==> config.mk <==
export PLATFORM = sky130hd
export DESIGN_NAME = pmask_logic_unit
export DESIGN_NICKNAME = d
export VERILOG_FILES = /design/src/rtl/pml_pkg.sv /design/src/rtl/pml_decode.sv /design/src/rtl/pml_active_mask.sv /design/src/rtl/pml_compute.sv /design/src/rtl/pml_flags.sv /design/src/rtl/pmask_logic_unit.sv
export SDC_FILE = /design/constraint.sdc
export NUM_CORES = 1
export LEC_CHECK = 0
export CORE_MARGIN = 8
export CORE_UTILIZATION = 60
export DETAILED_ROUTE_END_ITERATION = 12
export DONT_BUFFER_PORTS = 1
export PLACE_DENSITY = 0.76
export SYNTH_ARGS = -nofsm -noshare
export SYNTH_HDL_FRONTEND = slang
export SYNTH_SLANG_ARGS = --single-unit
==> constraint.sdc <==
create_clock -name clk -period 4.6 [get_ports clk]
set_input_delay 0.69 -clock clk [delete_from_list [all_inputs] [get_ports clk]]
set_output_delay 0.69 -clock clk [all_outputs]
set_load 0.05 [all_outputs]
==> src/rtl/pml_pkg.sv <==
package pml_pkg;

    typedef enum logic [2:0] {
        OP_AND  = 3'd0,
        OP_BIC  = 3'd1,
        OP_EOR  = 3'd2,
        OP_SEL  = 3'd3,
        OP_ORR  = 3'd4,
        OP_ORN  = 3'd5,
        OP_NOR  = 3'd6,
        OP_NAND = 3'd7
    } pml_op_e;

    typedef struct packed {
        logic       legal;
        logic       setf;
        pml_op_e    op;
        logic [3:0] dst;
    } pml_dec_t;

    // One element of a predicated logical operation.
    function automatic logic elem_op(pml_op_e op, logic n, logic m, logic g);
        logic r;
        case (op)
            OP_AND:  r = (n & m) & g;
            OP_BIC:  r = (n & ~m) & g;
            OP_EOR:  r = (n ^ m) & g;
            OP_SEL:  r = (n & g) | (m & ~g);
            OP_ORR:  r = (n | m) & g;
            OP_ORN:  r = (n | ~m) & g;
            OP_NOR:  r = ~(n | m) & g;
            default: r = ~(n & m) & g;
        endcase
        return r;
    endfunction

endpackage

==> src/rtl/pml_decode.sv <==
module pml_decode
    import pml_pkg::*;
(
    input  logic [31:0] instr,
    output pml_dec_t    dec
);
    logic       fixed_ok;
    logic       grp;
    logic [1:0] sub;

    always_comb begin
        fixed_ok = (instr[31:24] == 8'h25) && (instr[21:20] == 2'b00)
                && (instr[15:14] == 2'b01);
        grp      = instr[23];
        sub      = {instr[9], instr[4]};
        dec.setf = instr[22];
        dec.op   = pml_op_e'({grp, sub});
        dec.dst  = instr[3:0];
        // the flag-setting merge has no encoding
        dec.legal = fixed_ok && !(!grp && instr[22] && (sub == 2'b11));
    end
endmodule

==> src/rtl/pml_active_mask.sv <==
module pml_active_mask #(
    parameter int PW   = 16,
    parameter int LENW = $clog2(PW + 1)
) (
    input  logic [LENW-1:0] act_len,
    output logic [PW-1:0]   act_mask
);
    // element i is active when i < act_len; larger lengths saturate
    for (genvar i = 0; i < PW; i++) begin : g_bit
        assign act_mask[i] = (act_len > LENW'(i));
    end
endmodule

==> src/rtl/pml_compute.sv <==
module pml_compute
    import pml_pkg::*;
#(
    parameter int PW = 16
) (
    input  pml_op_e       op,
    input  logic [PW-1:0] n_in,
    input  logic [PW-1:0] m_in,
    input  logic [PW-1:0] g_eff,
    output logic [PW-1:0] res
);
    for (genvar i = 0; i < PW; i++) begin : g_elem
        assign res[i] = elem_op(op, n_in[i], m_in[i], g_eff[i]);
    end
endmodule

==> src/rtl/pml_flags.sv <==
module pml_flags #(
    parameter int PW = 16
) (
    input  logic [PW-1:0] res,
    input  logic [PW-1:0] g_eff,
    output logic          n_flag,
    output logic          z_flag,
    output logic          c_flag
);
    logic seen;

    always_comb begin
        // result bit at the lowest governing-active element
        n_flag = 1'b0;
        seen   = 1'b0;
        for (int i = 0; i < PW; i++) begin
            if (g_eff[i] && !seen) begin
                n_flag = res[i];
                seen   = 1'b1;
            end
        end
        // inverted result bit at the highest governing-active element
        c_flag = 1'b1;
        for (int i = 0; i < PW; i++) begin
            if (g_eff[i]) begin
                c_flag = ~res[i];
            end
        end

        z_flag = ~|res;
    end
endmodule

==> src/rtl/pmask_logic_unit.sv <==
module pmask_logic_unit
    import pml_pkg::*;
#(
    parameter int PW   = 16,
    parameter int LENW = $clog2(PW + 1)
) (
    input  logic            clk,
    input  logic            rst,
    input  logic            op_valid,
    input  logic [31:0]     instr,
    input  logic [PW-1:0]   src_n,
    input  logic [PW-1:0]   src_m,
    input  logic [PW-1:0]   gov,
    input  logic [LENW-1:0] act_len,
    output logic            res_valid,
    output logic            undef,
    output logic [3:0]      dst_idx,
    output logic [PW-1:0]   dst_mask,
    output logic            flags_valid,
    output logic            flag_n,
    output logic            flag_z,
    output logic            flag_c,
    output logic            flag_v
);
    typedef struct packed {
        logic          vld;
        logic          und;
        logic [3:0]    idx;
        logic [PW-1:0] msk;
        logic          fvld;
        logic          n;
        logic          z;
        logic          c;
        logic          v;
    } state_t;

    state_t   st_d, st_q;
    pml_dec_t dec;
    logic [PW-1:0] act_mask, g_eff, res;
    logic          fn, fz, fc;

    pml_decode u_dec (.instr(instr), .dec(dec));

    pml_active_mask #(.PW(PW), .LENW(LENW)) u_act (
        .act_len(act_len), .act_mask(act_mask)
    );

    assign g_eff = gov & act_mask;

    pml_compute #(.PW(PW)) u_cmp (
        .op(dec.op), .n_in(src_n), .m_in(src_m), .g_eff(g_eff), .res(res)
    );

    pml_flags #(.PW(PW)) u_flg (
        .res(res), .g_eff(g_eff), .n_flag(fn), .z_flag(fz), .c_flag(fc)
    );

    always_comb begin
        st_d      = st_q;
        st_d.vld  = op_valid;
        st_d.und  = 1'b0;
        st_d.fvld = 1'b0;
        if (op_valid) begin
            if (!dec.legal) begin
                st_d.und = 1'b1;
                st_d.idx = '0;
                st_d.msk = '0;
            end else begin
                st_d.idx = dec.dst;
                st_d.msk = res & act_mask;
                if (dec.setf) begin
                    st_d.fvld = 1'b1;
                    st_d.n    = fn;
                    st_d.z    = fz;
                    st_d.c    = fc;
                    st_d.v    = 1'b0;
                end
            end
        end
    end

    always_ff @(posedge clk) begin
        if (rst) begin
            st_q <= '0;
        end else begin
            st_q <= st_d;
        end
    end

    assign res_valid   = st_q.vld;
    assign undef       = st_q.und;
    assign dst_idx     = st_q.idx;
    assign dst_mask    = st_q.msk;
    assign flags_valid = st_q.fvld;
    assign flag_n      = st_q.n;
    assign flag_z      = st_q.z;
    assign flag_c      = st_q.c;
    assign flag_v      = st_q.v;

    // ---------------- assertions ----------------
    p_latency_r1: assert property (@(posedge clk) disable iff (rst)
        op_valid |=> res_valid);
    p_idle_r1: assert property (@(posedge clk) disable iff (rst)
        !op_valid |=> !res_valid && !undef && !flags_valid);
    p_undef_noflags_r2: assert property (@(posedge clk) disable iff (rst)
        undef |-> !flags_valid && (dst_mask == '0));
    p_above_len_zero_r5: assert property (@(posedge clk) disable iff (rst)
        op_valid |=> ((dst_mask & ~$past(act_mask)) == '0));
    p_z_matches_dst_r7: assert property (@(posedge clk) disable iff (rst)
        flags_valid |-> (flag_z == (dst_mask == '0)));
    p_c_when_zero_r8: assert property (@(posedge clk) disable iff (rst)
        flags_valid && flag_z |-> flag_c && !flag_n && !flag_v);
    p_flags_hold_r9: assert property (@(posedge clk) disable iff (rst)
        !st_d.fvld |=> $stable({flag_n, flag_z, flag_c, flag_v}));
endmodule

[After elaboration in Yosys (flattened, before gate mapping)]
Index checks and enable logic that the tools add are counted.
Storage, ports and cells
  output and inout bits: 27
  register bits after elaboration: 26
Operators by class
  equal/unequal tests: 9
  bitwise operators: 324
  reduce and logical (&&, ||, !) cells: 44
  $lt $le $gt $ge: 16
  multiplexer cells: 66
Operator list (count)
  $and 1x1->1: 176
  $pmux 1 s7: 16
  $not 1->1: 82
  $mux 1: 48
  $or 1x1->1: 48
  $gt 5x4->1 const B: 8
  $and 16x16->16: 2
  $gt 5x3->1 const B: 4
  $logic_and 1x1->1: 20
  $mux 20: 1
  $logic_not 1->1: 18
  $reduce_or 16->1: 1
  $xor 1x1->1: 16
  $gt 5x1->1 const B: 2
  $gt 5x2->1 const B: 2
  $eq 3x3->1 const B: 3
  $eq 8x6->1 const B: 1
  $eq 3x2->1 const B: 2
  $mux 5: 1
  $eq 3x1->1 const B: 1
  $logic_not 3->1: 1
  $reduce_and 3->1: 1
  $reduce_or 3->1: 1
  $eq 2x1->1 const B: 1
  3 further kinds: 3

[Longest topological paths before layout]
Gate-level depths: netlist of the first run.
  depth in word-level cells: 49
  mapped depth: 10

[By module]
From an unflattened synthesis of the first run, not the netlist that was laid out.
Second synthesis, totals
  cell total of the unflattened synthesis: 548
  area, all modules: 4108.9 µm²
Modules (own cells, without submodules)
  pml_compute: cells each 305, area an instance 2288.4 µm², times used 1, seq. area each 0.0 µm²
  pmask_logic_unit: cells each 127, area an instance 1124.8 µm², times used 1, seq. area each 520.5 µm²
  pml_flags: cells each 76, area an instance 435.4 µm², times used 1, seq. area each 0.0 µm²
  pml_active_mask: cells each 27, area an instance 142.6 µm², times used 1, seq. area each 0.0 µm²
  pml_decode: cells each 13, area an instance 117.6 µm², times used 1, seq. area each 0.0 µm²

[Worst setup path before layout of the first run]
No wires, ideal clock.
  kind: input -> register
  from: input src_n[0]
  to: register st_q, in the netlist flag_z
  slack: 2.069 ns
  data arrival time: 2.462 ns
  required time: 4.531 ns
  cell stages on the path: 9
  path through: inv_1 ha_1 mux2_1 a21oi_1 a2bb2oi_1 a21oi_2 a31o_1 or4_1 o21ai_1
Between the ends
  cells in the longest elaborated chain, start to end: 6
  elaborated cells on any way between the ends: 19
  classes of those cells: mux: 1; bitwise: 16; reduce/logical: 2
RTL lines
  start: declaration: line pmask_logic_unit.sv:11  | input logic [PW-1:0] src_n,
  $and 1x1->1 / $or 1x1->1 (equally long branches)
  $not 1->1 (on tied branches): line pml_pkg.sv:32, pml_pkg.sv:31
  $and 1x1->1 (on tied branches): line pml_pkg.sv:32, pml_pkg.sv:31
  $pmux 1 s7 (*): line pml_pkg.sv:24  | case (op)
  $reduce_or 16->1 (*): line pml_flags.sv:30  | z_flag = ~|res;
  $logic_not 1->1 (*): line pml_flags.sv:30
  end signal: assignment: line pmask_logic_unit.sv:86  | st_q <= st_d;
  end: declaration: line pmask_logic_unit.sv:37  | state_t st_d, st_q;
Mark *: on every way between the ends. The rest lies on a longest branch, timed or not.
A chain may end at the register's enable or synchronous reset.

[Final worst setup path of the first run]
  from: input instr[23]
  to: register st_q, in the netlist flag_c
Between the ends
  cells in the longest elaborated chain, start to end: 19
  elaborated cells on any way between the ends: 61
  classes of those cells: eq/ne: 6; mux: 32; bitwise: 16; reduce/logical: 7
RTL lines
  start: declaration: line pmask_logic_unit.sv:10  | input logic [31:0] instr,
  $eq 3x3->1, or another cell as far along: line pml_pkg.sv:24
  $pmux 1 s7: line pml_pkg.sv:24
  $not 1->1: line pml_flags.sv:26  | c_flag = ~res[i];
  $mux 1 (16 in a row): line pml_flags.sv:25  | if (g_eff[i]) begin
Parallel ways exist; a longest one is shown, timed or not.

==> run metrics, run 1 <==
status=finished, final reports clean; Power Dens Cells=147 nW/um^2; Slew headroom=40.3%; worst skew pair latency=0.26 ns; fin crit share=59.4%; commonest non-fill, non-tap cells in the layout=64 x ha_1, 53 x a21oi_1, 46 x inv_1; area taken by multi-input logic gates=3410 sq um; clock buffer depth=2; Synth Area per Inst=7.51 sq um; H-Tree Depth=1; final setup vio count=0; Max Slew Vio Count=0; instance count of the mapped netlist=570; FF/Latch Area=520 sq um; CTS resizes=0; leakage=1.77 nW; total CTS buffers=3; #FFs+latches synth=26; Placeable Area=6870 sq um; remaining antenna violation count=0; VDD IR max=0.000109 V; Layout area overhead=0.234%; Cell variety after synth=74; RSZ-0062 raised after global routing=no; global-route wire length before repair=20500 microns; placer congestion estimate=0.942; register area share after synthesis=12.2%; Max Freq=366 MHz; most common cell after layout, fill and taps aside=ha_1; Clock Sinks=26; syn nets=722; initial antenna violation count=0; Async SR Flop Fraction=0%; via count of the routed design=4236; row cnt=30; clk slew on worst S/H paths=0.09 ns; CTS Hold Bufs=0; number of synthesized flops with an enable pin=0; post-DP HPWL=10300 microns; CP max FO=83; Yosys warning total=0; Final min period=2.73 ns; Hold Path Class=primary input to register; # diodes=0; max-cap violations=0; worst slew pin tran=0.887 ns; 1st-iter DRT viols=351; Cell Area, Synth=4280 sq um; Crit Path Category=primary input to register; ys flop type=dfxtp_1; IO buf count=0; total grt overflow=0; Die X=100 microns; overall power=0.630 mW; WP data required=4.74 ns; DRC violations left=0; drt pass-1 iters=5; clock skew=0 ns; Placement Setup Slack=1.65 ns; die height=100 microns; nets@finish=691; GRT Total Usage=24.8%; total die area=10100 sq um; Filler cells=647; CTS tree=yes; number of global-route vias before repair=3992; Setup TNS=0 ns; starting density of the core=62.3%; Setup Buffers After CTS=0; Ports=115; final setup margin=1.87 ns; Startpoint Class=primary input; final WL=12900 microns; CP Capture Type=register; Routed wire per std cell=20.3 microns; maximum number of pins on one net before global-route repair=84; clk root buf=clkbuf_8; Final Hold Viols=0; crit path DAT=2.87 ns; share of cells above drive strength 1=5.02%; mean number of vias per cell=6.68
==> per-stage QoR <==
| step | instances | area [sq um] | utilization [%] | hold WS, ns |
|---|---|---|---|---|
| after floorplan | 570 | 4280 | - | 0.690 |
| after global placement | 630 | 4240 | 61.7 | 0.702 |
| after detailed placement | 630 | 4240 | 61.7 | 0.703 |
| after CTS | 634 | 4290 | 62.5 | 0.472 |
| after global routing | 634 | 4290 | 62.5 | 0.461 |
| final | 634 | 4290 | 62.5 | 0.475 |
==> layer usage <==
layer	part of all wire (%)	track usage, %	vias to the layer above
met3	11	8.70	25
li1	-	-	2048
met4	2.2	6.98	0
met5	0	0	-
met2	47	41.1	179
met1	40	29.5	1984
==> layout make-up <==
type                       count  share of cell area, %
timing repair buffer           2                  0.350
clock buffer                   4                   1.28
tap                           96                   2.80
sequential                    26                   12.1
multi-input combinational    460                   79.4
inverter                      46                   4.02
==> where the power goes <==
part / switching, mW / total, mW / leakage (nW) / internal, mW
sequential: 0.00374 / 0.230 / 0.210 / 0.226
clock: 0.0703 / 0.147 / 0.0288 / 0.0765
combinational: 0.144 / 0.253 / 1.53 / 0.110
total: 0.218 / 0.630 / 1.77 / 0.412
==> sequential cells by signal, indices dropped and copies added, names as in the netlist <==
signal	count
res_valid	1
flags_valid	1
undef	1
flag_c	1
dst_mask	16
dst_idx	4
flag_n	1
flag_z	1
==> critical path, cell delays in order <==
cell      delay, ns
and3b_1        0.79
a22oi_1        0.24
a21oi_1        0.43
a31oi_1        0.14
a211oi_1       0.41
o211ai_1       0.16
==> worst paths after layout <==
check	from	to	slack, ns	cells after the start
setup / recovery	instr[23]	flag_c$_SDFFE_PP0P_	1.87	6
hold / removal	rst	dst_mask[14]$_SDFFE_PP0P_	0.48	1
setup reg to reg	flag_c$_SDFFE_PP0P_	flag_c$_SDFFE_PP0P_	3.38	3
hold reg to reg	dst_idx[2]$_SDFFE_PP0P_	dst_idx[2]$_SDFFE_PP0P_	0.72	2
==> cells by family (layout without fill, tap and decap cells) <==
kind of cell	Yosys count	count (layout)	share of synthesized area, %
compound gates	187	187	29.8
fa+ha+maj	64	64	18.7
buf+inv	84	52	8.24
flops	26	26	12.2
mux	27	27	7.07
other cells	1	1	0.0876
simple gates	181	181	23.9
==> Yosys cell counts (all sizes together), types with 6 or more instances <==
master / n / area share, %
o21ai: 22 / 2.6
nand3: 22 / 2.7
and2: 14 / 2.0
clkbuf: 13 / 1.1
mux2i: 19 / 4.4
ha: 64 / 19
nor4: 6 / 1.2
a211oi: 10 / 1.8
o21a: 7 / 1.2
nand2: 35 / 3.1
nor2b: 10 / 1.5
dfxtp: 26 / 12
nor2: 28 / 2.5
buf: 25 / 3.1
nand2b: 26 / 3.8
a31oi: 9 / 1.3
inv: 46 / 4.0
a21o: 8 / 1.4
o211ai: 7 / 1.2
o31ai: 6 / 1.1
o22ai: 9 / 1.3
o221ai: 9 / 1.8
mux2: 6 / 1.6
a21oi: 54 / 6.4
nand4: 9 / 1.3
No activity file was read; power rests on OpenSTA's default activity.
==> run 2: changes to the inputs <==
--- a/config.mk
+++ b/config.mk
@@ -9,7 +9,7 @@
 export CORE_UTILIZATION = 60
 export DETAILED_ROUTE_END_ITERATION = 12
 export DONT_BUFFER_PORTS = 1
-export PLACE_DENSITY = 0.76
+export PLACE_DENSITY = 0.79
 export SYNTH_ARGS = -nofsm -noshare
 export SYNTH_HDL_FRONTEND = slang
 export SYNTH_SLANG_ARGS = --single-unit
==> constraint.sdc (replaced) <==
create_clock -name clk -period 2.2 [get_ports clk]
set_input_delay 0.33 -clock clk [delete_from_list [all_inputs] [get_ports clk]]
set_output_delay 0.33 -clock clk [all_outputs]
set_load 0.05 [all_outputs]
==> run metrics, run 2 (synthesized netlist as in run 1, its figures left out) <==
status=finished, final reports clean; Routed wire per std cell=20.9 microns (+2.8%); via count of the routed design=4486 (+5.9%); worst slew pin tran=0.582 ns (-0.305 ns); final setup vio count=0 (unchanged); FF-to-FF End=flag_n$_SDFFE_PP0P_; Max Slew Vio Count=0 (unchanged); Clock Sinks=26 (unchanged); min-delay src=rst; nets@finish=732 (+5.9%); worst skew pair latency=0.27 ns (about the same); VDD IR max=0.000261 V (+140%); area taken by multi-input logic gates=3440 sq um (+1.1%); 1st-iter DRT viols=366 (+4.3%); leakage=1.97 nW (+11%); Power Dens Cells=294 nW/um^2 (+100%); Layout area overhead=7.95%; crit path DAT=2.27 ns (-0.60 ns); placer congestion estimate=0.990 (+5.2%); clk slew on worst S/H paths=0.09 ns (about the same); Filler cells=604 (-6.6%); total grt overflow=0 (unchanged); Ports=115 (unchanged); Slew headroom=61.2% (+21 points); hold endpoint=dst_mask[5]$_SDFFE_PP0P_; final WL=14100 microns (+9.3%); Max Freq=484 MHz; max-cap violations=0 (unchanged); Hold Path Class=primary input to register; mean number of vias per cell=6.66 (-0.38%); die height=100 microns (unchanged); total die area=10100 sq um (unchanged); remaining antenna violation count=0 (unchanged); initial antenna violation count=0 (unchanged); hold_ws=0.111 ns (-0.365 ns); maximum number of pins on one net before global-route repair=84 (unchanged); clock skew=0 ns (unchanged); Slowest cell on crit path=or4_1; FF/Latch Area=520 sq um (unchanged); flop-to-flop setup slack=1.00 ns (-2.38 ns); fin crit share=93.9%; Final Hold Viols=0 (unchanged); DRC violations left=0 (unchanged); commonest non-fill, non-tap cells in the layout=64 x ha_1, 53 x a21oi_1, 46 x inv_1; CP Cell Sequence=inv_1 -> ha_1 -> mux2_1 -> a21oi_1 -> a2bb2oi_2 -> a21oi_2 -> a31o_1 -> or4_1 -> o21ai_1; row cnt=30 (unchanged); Placeable Area=6870 sq um (unchanged); CTS tree=yes; Placement Setup Slack=-0.175 ns (-1.82 ns); post-route core utilization=67.3% (+4.8 points); clock buffer depth=2 (unchanged); H-Tree Depth=1 (unchanged); share of cells above drive strength 1=12.6% (+7.6 points); CP Capture Type=register; Crit Path Category=primary input to register; drt pass-1 iters=5 (unchanged); post-DP HPWL=11400 microns (+10%); most common cell after layout, fill and taps aside=ha_1; RSZ-0062 raised after global routing=no; Final min period=2.07 ns; Die X=100 microns (unchanged); starting density of the core=62.3% (unchanged); global-route wire length before repair=22400 microns (+9.3%); Crit Reg-Reg Startpoint=flag_n$_SDFFE_PP0P_; Worst path max stage delay=0.47 ns (-0.32 ns); # diodes=0 (unchanged); GRT Total Usage=27.3% (+2.5 points); Startpoint Class=primary input; total CTS buffers=3 (unchanged); number of global-route vias before repair=4368 (+9.4%); CP max FO=4 (-95%); max FFs per register=16 (unchanged); WP data required=2.41 ns (-2.33 ns); Hold Crit Depth=1 (unchanged); clk root buf=clkbuf_8; final setup margin=0.134 ns (-1.73 ns); Worst R2R Path Depth=4 (+1); IO buf count=0 (unchanged)
==> run 2: layout make-up <==
type / instances / share of cell area (%)
tap: 96 / 2.60
inverter: 46 / 3.74
timing repair buffer: 43 / 6.98
sequential: 26 / 11.3
multi-input combinational: 460 / 74.5
clock buffer: 3 / 0.893
==> run 2: how the worst max path moves through the flow <==
| stage | startpoint | to | cells after the start |
|---|---|---|---|
| CTS | instr[28] | flag_c$_SDFFE_PP0P_ | 7 |
| floorplan | src_n[0] | flag_z$_SDFFE_PP0P_ | 9 |
| global route | src_n[0] | flag_z$_SDFFE_PP0P_ | 9 |
| global placement | instr[25] | flag_c$_SDFFE_PP0P_ | 7 |
| detailed placement | instr[28] | flag_c$_SDFFE_PP0P_ | 7 |
| finish | src_n[0] | flag_z$_SDFFE_PP0P_ | 9 |
==> run 2: worst max-delay path, delay by kind of cell <==
| kind | cells | cell delay [ns] |
|---|---|---|
| compound gates | 5 | 0.88 |
| fa+ha+maj | 1 | 0.27 |
| buf+inv | 1 | 0.04 |
| mux | 1 | 0.28 |
| simple gates | 1 | 0.47 |
==> run 2: what timing repair did <==
item | CTS | global route
hold buffers | 0 | 0
gates resized for setup | 0 | 7
endpoints found under the setup margin | 0 | 2
buffers inserted | 0 | 1
==> run 2: layer usage <==
layer	GRT usage (%)	wire length, microns	vias to the layer above
met2	45.4	6540	213
met3	6.98	1380	36
met4	11.2	537	0
li1	-	-	2114
met5	0	0	-
met1	32.5	5650	2123
==> run 2: metrics by stage <==
step	cell area [sq um]	total power [mW]	std cells	TNS [ns]
5_1_grt	4620	1.45	674	0
2_1_floorplan	4280	0.969	570	0
3_3_place_gp	4540	1.06	670	-0.295
3_5_place_dp	4540	1.08	670	-0.384
4_1_cts	4580	1.35	673	0
6_report	4620	1.36	674	0
==> run 2: report_power, final <==
part           switching (mW)  internal, mW
sequential            0.00764         0.472
clock                   0.148         0.123
combinational           0.326         0.284
==> run 3: changes to the inputs <==
==> constraint.sdc (replaced) <==
create_clock -name clk -period 2.2 [get_ports clk]
set_input_delay 0.33 -clock clk [delete_from_list [all_inputs] [get_ports clk]]
set_output_delay 0.33 -clock clk [all_outputs]
set_load 0.02 [all_outputs]
==> run metrics, run 3 (synthesized netlist as in run 1, its figures left out) <==
Slew headroom=66.3% (+5.2 points); maximum number of pins on one net before global-route repair=84 (unchanged); max-cap violations=0 (unchanged); starting density of the core=62.3% (unchanged); Clock Sinks=26 (unchanged); max FFs per register=16 (unchanged); nets@finish=735 (+0.41%); Hold Crit Depth=1 (unchanged); Routed wire per std cell=20.4 microns (-2.3%); post-DP HPWL=11200 microns (-1.4%); initial antenna violation count=0 (unchanged); # placed instances=674 (+0.60%); Clock Power Share=19.5% (-0.4 points); worst skew pair latency=0.26 ns (about the same); mean number of vias per cell=6.54 (-1.7%); H-Tree Depth=1 (unchanged); CP Capture Type=register; row cnt=30 (unchanged); Ports=115 (unchanged); hold endpoint=dst_mask[5]$_SDFFE_PP0P_; clk root buf=clkbuf_8; CTS Hold Bufs=0 (unchanged); clk slew on worst S/H paths=0.09 ns (about the same); Hold Path Class=primary input to register; GRT busiest layer=met2; leakage=1.99 nW (+0.63%); Final min period=2.07 ns (+0.00636 ns); Max Slew Vio Count=0 (unchanged); total grt overflow=0 (unchanged); CP max FO=4 (unchanged); M2 GR Usage=46.1% (+0.62 points); DRC violations left=0 (unchanged); min-delay src=rst; Layout Cells excl Fill=677 (+0.45%); Layout area overhead=8.39%; crit path DAT=2.22 ns (-0.05 ns); Critical Path Source=src_n[0]; global-route met1 utilization=31.2% (-1.3 points); # diodes=0 (unchanged); global-route wire length before repair=21900 microns (-2.3%); Sw Ratio=34.3% (-1.0 points); Placeable Area=6870 sq um (unchanged); IO buf count=0 (unchanged); drt pass-1 iters=5 (unchanged); Net Sw Power=0.462 mW (-4.1%); die height=100 microns (unchanged); flop-to-flop setup slack=1.23 ns (+0.23 ns); 1st-iter DRT viols=272 (-26%); remaining antenna violation count=0 (unchanged); via count of the routed design=4429 (-1.3%); status=finished, final reports clean; final setup vio count=0 (unchanged); commonest non-fill, non-tap cells in the layout=64 x ha_1, 53 x a21oi_1, 46 x inv_1; placer congestion estimate=0.978 (-1.3%); Crit Path Category=primary input to register; most common cell after layout, fill and taps aside=ha_1; number of global-route vias before repair=4291 (-1.8%); Filler cells=612 (+1.3%); worst slew pin tran=0.501 ns (-0.0805 ns); CTS tree=yes; Crit Reg-Reg Startpoint=flag_n$_SDFFE_PP0P_; total die area=10100 sq um (unchanged); fin crit share=94.2% (+0.29 points); Power Dens Cells=290 nW/um^2 (-1.6%); Worst R2R Path Depth=4 (unchanged); Max Freq=482 MHz (-0.31%); Gate power share=45.1% (+0.3 points); clock skew=0 ns (unchanged); WP data required=2.35 ns (-0.06 ns); total CTS buffers=3 (unchanged); Die X=100 microns (unchanged); GRT Total Usage=26.5% (-0.74 points); RSZ-0062 raised after global routing=no; Cell Int Power=0.882 mW (+0.38%); Setup Buffers After CTS=0 (unchanged); post-route core utilization=67.6% (+0.27 points); share of cells above drive strength 1=12.7% (+0.11 points); FF-to-FF End=flag_n$_SDFFE_PP0P_; Final Hold Viols=0 (unchanged); met3 Resource Use GR=7.18% (+0.21 points); Placement Setup Slack=-0.302 ns (-0.127 ns); clock buffer depth=2 (unchanged); final setup margin=0.127 ns (-0.00636 ns); Startpoint Class=primary input; VDD IR max=0.000246 V (-5.6%); final WL=13800 microns (-1.8%); Seq pwr share=35.4% (about the same)
## run 3: cell count changes in the layout (fill, tap and decap cells not counted)
cell,before,now
a2111oi_0,1,2
buf_4,43,45
a2111oi_2,1,0
and3_1,4,3
a211oi_1,9,10
and3_2,0,1
a211oi_2,1,0
nor4b_1,0,1
nor4b_2,2,1
buf_12,0,1
## run 3: how the worst max path moves through the flow
stage / end / slack, ns / depth (start not counted)
after floorplan: flag_z$_SDFFE_PP0P_ / 0.03 / 9
after global placement: flag_c$_SDFFE_PP0P_ / -0.27 / 7
after detailed placement: flag_c$_SDFFE_PP0P_ / -0.30 / 7
after CTS: flag_c$_SDFFE_PP0P_ / 0.1 / 7
after global routing: flag_c$_SDFFE_PP0P_ / 0.02 / 7
final: flag_c$_SDFFE_PP0P_ / 0.13 / 10
## run 3: through the flow
step,total power [mW],instance area (sq um),hold WS [ns],setup TNS (ns)
6_report,1.34,4640,0.119,0
5_1_grt,1.43,4640,0.101,0
4_1_cts,1.34,4630,0.118,0
3_5_place_dp,1.08,4580,0.404,-0.545
3_3_place_gp,1.06,4580,0.404,-0.441
2_1_floorplan,0.963,4280,0.484,0
## run 3: area by class of cell
type                       instances  area (sq um)  share of cell area, %
multi-input combinational        460          3430                   73.9
sequential                        26           520                   11.2
timing repair buffer              46           358                   7.71
inverter                          46           173                   3.72
tap                               96           120                   2.59
clock buffer                       3          41.3                  0.890
## run 3: per-layer routing
layer	up-vias	routed length, microns
met5	-	0
met4	0	352
met3	25	1410
met2	189	6690
met1	2086	5390
li1	2129	-
## run 3: power by group through the flow
stage                     clock network (mW)  registers (mW)  logic (mW)
after floorplan                            0           0.486       0.476
after global placement                     0           0.486       0.573
after detailed placement                   0           0.486       0.593
after CTS                              0.264           0.475       0.597
after global routing                   0.284           0.476       0.668
final                                  0.262           0.475       0.607
## run 3: critical path, stage by stage
cell,delay (ns)
inv_1,0.03
ha_1,0.21
mux2_2,0.26
o21ai_0,0.19
a2bb2oi_2,0.10
a2111oi_0,0.44
nor4_1,0.12
buf_4,0.15
o211ai_1,0.25
o211ai_1,0.13
## run 3: repair_timing
action / in CTS / in global routing
gates resized for setup: 1 / 3
endpoints found under the hold margin: 0 / 0
endpoints found under the setup margin: 1 / 2
